<file path="config.mk">
export PLATFORM = sky130hd
export DESIGN_NAME = uart_data_front
export DESIGN_NICKNAME = d
export VERILOG_FILES = /design/src/rtl/uart_data_front.sv
export SDC_FILE = /design/constraint.sdc
export NUM_CORES = 1
export LEC_CHECK = 0
export ABC_AREA = 1
export BUFFER_PORTS_ARGS = -buffer_cell sky130_fd_sc_hd__buf_2
export CAP_MARGIN = 25
export CELL_PAD_IN_SITES_DETAIL_PLACEMENT = 1
export CELL_PAD_IN_SITES_GLOBAL_PLACEMENT = 2
export CORE_ASPECT_RATIO = 0.5
export CORE_MARGIN = 2
export CORE_UTILIZATION = 40
export DETAILED_ROUTE_END_ITERATION = 12
export PLACE_DENSITY_LB_ADDON = 0.1
export SLEW_MARGIN = 20
export SYNTH_ARGS = -nofsm -noshare
export SYNTH_HDL_FRONTEND = slang
export SYNTH_SLANG_ARGS = --single-unit
</file>
<file path="constraint.sdc">
create_clock -name clk -period 3.8 [get_ports clk]
set_input_delay 0.76 -clock clk [delete_from_list [all_inputs] [get_ports clk]]
set_output_delay 0.76 -clock clk [all_outputs]
set_load 0.05 [all_outputs]
</file>
<file path="src/rtl/uart_data_front.sv">
module uart_data_front #(
  parameter int DEPTH = 16,
  parameter int DW    = 8,
  parameter int AW    = 3,
  parameter int BW    = 3,
  localparam int PW   = $clog2(DEPTH),
  localparam int CW   = PW + 1
) (
  input  logic          clk,
  input  logic          rst_n,
  input  logic [BW-1:0] bank,
  input  logic          cpu_sel,
  input  logic          cpu_wr,
  input  logic [AW-1:0] cpu_addr,
  input  logic [DW-1:0] cpu_wdata,
  output logic [DW-1:0] cpu_rdata,
  input  logic          dma_wr,
  input  logic [DW-1:0] dma_wdata,
  input  logic          dma_rd,
  output logic [DW-1:0] dma_rdata,
  input  logic          fifo_en,
  input  logic          ext_mode,
  input  logic          uart_mode,
  input  logic [CW-1:0] rx_thr,
  input  logic [CW-1:0] tx_thr,
  input  logic          tx_take,
  output logic [DW-1:0] tx_data,
  output logic          tx_valid,
  input  logic          rx_load,
  input  logic [DW-1:0] rx_byte,
  input  logic          ls_evt,
  input  logic          tx_halt_evt,
  input  logic [4:0]    ext_evt,
  output logic          tx_ovr,
  output logic          irq
);

  logic [DW-1:0] tx_mem [DEPTH];
  logic [DW-1:0] rx_mem [DEPTH];
  logic [PW-1:0] tx_wp, tx_rp, rx_wp, rx_rp;
  logic [CW-1:0] tx_cnt, rx_cnt;
  logic [7:0]    ier;
  logic [DW-1:0] rx_last;
  logic          fen_q;

  wire in_b0    = (bank == '0);
  wire reg_hit  = cpu_sel && in_b0;
  wire data_hit = reg_hit && (cpu_addr == AW'(0));
  wire ier_wr   = reg_hit && cpu_wr && (cpu_addr == AW'(1));
  wire cpu_txw  = data_hit && cpu_wr;
  wire cpu_rxr  = data_hit && !cpu_wr;

  wire          tx_wr = cpu_txw || dma_wr;
  wire [DW-1:0] tx_wd = cpu_txw ? cpu_wdata : dma_wdata;
  wire          rx_rd = cpu_rxr || dma_rd;
  wire          flush = fifo_en && !fen_q;

  wire [CW-1:0] cap     = fifo_en ? CW'(DEPTH) : CW'(1);
  wire          tx_push = tx_wr && (tx_cnt < cap);
  wire          tx_drop = tx_wr && (tx_cnt >= cap);
  wire          tx_pop  = tx_take && (tx_cnt != '0);
  wire          rx_push = rx_load && (rx_cnt < cap);
  wire          rx_pop  = rx_rd && (rx_cnt != '0);

  wire [DW-1:0] rx_view = (rx_cnt != '0) ? rx_mem[rx_rp] : rx_last;

  assign tx_data   = tx_mem[tx_rp];
  assign tx_valid  = (tx_cnt != '0);
  assign dma_rdata = rx_view;

  always_comb begin
    cpu_rdata = '0;
    if (reg_hit && !cpu_wr) begin
      if (cpu_addr == AW'(0))      cpu_rdata = rx_view;
      else if (cpu_addr == AW'(1)) cpu_rdata = DW'(ier);
    end
  end

  wire rx_hi = fifo_en ? ((rx_cnt != '0) && (rx_cnt >= rx_thr)) : (rx_cnt != '0);
  wire tx_lo = fifo_en ? (tx_cnt <= tx_thr) : (tx_cnt == '0);
  wire [7:0] evt = {ext_evt, ls_evt | (!uart_mode & tx_halt_evt), tx_lo, rx_hi};
  assign irq = |(ier & evt);

  always_ff @(posedge clk) begin
    if (tx_push && !flush) tx_mem[tx_wp] <= tx_wd;
    if (rx_push && !flush) rx_mem[rx_wp] <= rx_byte;
  end

  always_ff @(posedge clk or negedge rst_n) begin
    if (!rst_n) begin
      tx_wp <= '0; tx_rp <= '0; tx_cnt <= '0;
      rx_wp <= '0; rx_rp <= '0; rx_cnt <= '0;
      tx_ovr <= 1'b0; rx_last <= '0; fen_q <= 1'b0;
    end else begin
      fen_q <= fifo_en;
      if (flush) begin
        tx_wp <= '0; tx_rp <= '0; tx_cnt <= '0;
        rx_wp <= '0; rx_rp <= '0; rx_cnt <= '0;
        tx_ovr <= 1'b0; rx_last <= '0;
      end else begin
        if (tx_push) tx_wp <= tx_wp + 1'b1;
        if (tx_pop)  tx_rp <= tx_rp + 1'b1;
        tx_cnt <= tx_cnt + CW'(tx_push) - CW'(tx_pop);
        if (tx_drop) tx_ovr <= 1'b1;
        if (rx_push) rx_wp <= rx_wp + 1'b1;
        if (rx_pop) begin
          rx_rp   <= rx_rp + 1'b1;
          rx_last <= rx_mem[rx_rp];
        end
        rx_cnt <= rx_cnt + CW'(rx_push) - CW'(rx_pop);
      end
    end
  end

  always_ff @(posedge clk or negedge rst_n) begin
    if (!rst_n) ier <= '0;
    else begin
      ier[3:0] <= ier_wr ? cpu_wdata[3:0] : ier[3:0];
      ier[7:4] <= !ext_mode ? 4'b0 : (ier_wr ? cpu_wdata[7:4] : ier[7:4]);
    end
  end

endmodule


</file>
==> out/results.tsv <==
metric	value	unit
start_kind	flop	
rows	47	
powerDensity	696	nW/um2
fmax	283	MHz
synth.most_common_cell	nand2_1	
outcome	completed	
drv_cap	0	
clk_latency	0.56	ns
final_util	0.471	
antenna_found_initial	0	
synth_area	13700	um2
ant_nets	0	
grtUsageTotal	0.213	
multi_input_area	4200	um2
yosysWarnings	0	
cp-end-kind	output port	
syn_to_final_growth	14.6	%
vdd_drop_max	0.333	mV
cts_sinks	300	
synth_edf_count	256	
cts_buffers	29	
holdBufCountCts	0	
clockBufferDepth	3	
layoutNonFillerInstCount	1884	
critPathMostFrequentCell	nand2_1	
pin_count	85	
initialDrtViolationCount	493	
rsz0062_at_grt	no	
startpoint	rx_rp[0]	
viasPerCell	5.09	
grt_pass1_wl	58100	um
core_area	33500	um2
postCtsSetupBuffers	0	
die-area	35900	um2
period_share	0.929	
crit_type	reg -> out	
hold_class	in -> async	
wire_per_inst	19.8	um
ctsHtreeMaxLevel	1	
clkTransAtPathRegs	0.07	ns
dpl.hpwl	25000	um
hold_violations	0	
regArea	8790	um2
synth-seq-cells	300	
worst_pin_slew	0.757	ns
clock-root-buffer	clkbuf_16	
crit_required	3.04	ns
syn_avg_cell_area	10.4	um2
r2r_cells	15	
diodes	0	
grt_pass1_vias	9935	
relSlewSlack	0.493	
critPathArrivalTime	2.77	ns
cts_tree	built	
critPathMaxFanout	34	
overflow	0	
p_leak	6.37	nW
synthFlopType	edfxtp_1	
finClkSkew	0.00841	ns
path_cells	clkinvlp_4 -> buf_4 -> nand2_1 -> nand2_1 -> nand2_1 -> nand3_1 -> nand2_1 -> nand3_1 -> nand3_1 -> nand2_1 -> buf_2	
gp_congestion	0.794	
synth_top_area_share	0.560	
dp.cells	1831	
critPathMaxStageDelay	0.46	ns
slew_violations	0	
syn-num-nets	1414	
synth-seq-area-share	0.640	
ys_types	37	
die_x	266	um
die_h	135	um
grt_start_max_net_pins	84	
netlist_top_cells_count	nand2_1 (279), edfxtp_1 (256), nor2_1 (200), o21ai_0 (111), inv_1 (104)	
start_util	0.411	
layout_min_cycle_time	3.53	ns
vias	9595	
drt_pass1_iterations	5	
nFillCells	3650	
drc	0	
setup_viol	0	
cts_resized	0	
async_flop_share	0.147	
r2r-start	rx_cnt[3]	
port_buffers	84	
syn_inst	1315	
yosysTopAreaCell	edfxtp_1	
routed_wl	37200	um
synth.top_cells.by_area	edfxtp_1 (56%), dfrtp_1 (8.0%), nand2_1 (7.6%), nor2_1 (5.5%), o21ai_0 (4.0%)	
critPathSlowestCell	dfrtp_2	
nets	1520	
fin_tns_setup	0	ns
rr_endpoint	rx_cnt[4]	
layout-drive-gt1-share	0.139	
regToRegSetupSlack	0.75	ns
total_power	11.0	mW
[power breakdown]
part	internal (mW)	switching, mW
clock network	1.73	1.26
registers	3.82	0.209
logic	1.13	2.80
total	6.69	4.26
[logic make-up (layout without fill, tap and decap cells)]
family,after synthesis,after routing,synth area share
fa+ha+maj,41,41,0.0384
compound gates,176,176,0.0719
xor+xnor,9,9,0.00574
buf+inv,166,294,0.0544
simple gates,623,623,0.190
flops,300,300,0.640
[layout by cell type (no fill, tap or decap), types with 8 or more instances in the layout]
master / synthesis / routed
buf_4: 6 / 43
or2_2: 8 / 8
and2_1: 8 / 8
a21oi_1: 18 / 18
clkinv_1: 2 / 8
inv_1: 104 / 103
nand3_1: 96 / 96
nor2_1: 200 / 200
edfxtp_1: 256 / 256
o211ai_1: 33 / 33
dfrtp_1: 44 / 42
nor3_1: 18 / 18
o21ai_0: 111 / 111
nand2_1: 279 / 279
ha_1: 39 / 39
clkbuf_16: 0 / 29
buf_2: 19 / 84
[how the worst max path moves through the flow]
| stage | cells after the start | end |
|---|---|---|
| detailed placement | 15 | rx_cnt[4] |
| floorplan | 13 | tx_cnt[4] |
| finish | 11 | cpu_rdata[1] |
| CTS | 11 | cpu_rdata[2] |
| global placement | 14 | tx_cnt[4] |
| global route | 11 | cpu_rdata[6] |
[flip-flops by register name (all words and copies together), names as in the netlist]
register  flops
fen_q         1
ier           8
rx_cnt        5
rx_last       8
rx_mem      128
rx_rp         4
rx_wp         4
tx_cnt        5
tx_mem      128
tx_ovr        1
tx_rp         4
tx_wp         4
[layer usage]
layer	vias to the layer above	part of all wire	GRT usage
li1	4659	-	-
met1	4777	0.46	0.290
met2	114	0.49	0.366
met3	45	0.031	0.0343
met4	0	0.013	0.0362
met5	-	0	0
[layout make-up]
type                            instances  share of cell area
Clock inverter                         22              0.0152
Multi-Input combinational cell        849               0.267
Inverter                              111              0.0269
Clock buffer                           31              0.0466
Timing Repair Buffer                  130              0.0510
Sequential cell                       300               0.558
Tap cell                              441              0.0350
[per-stage QoR]
step	hold slack (ns)	area [um2]	setup WS [ns]
after floorplan	0.464	13700	0.797
after global placement	0.487	14700	0.571
after detailed placement	0.494	14800	0.458
after CTS	0.121	15700	0.0385
after global routing	0.129	15700	0.0615
final	0.121	15700	0.271
[worst max-delay path, delay by kind of cell, from the launching register on]
| family | cells | cell delay (ns) |
|---|---|---|
| and+or+nand+nor | 8 | 0.79 |
| DFF | 1 | 0.46 |
| buffers and inverters | 3 | 0.95 |
Note: power is estimated with default switching activity, not from simulation.
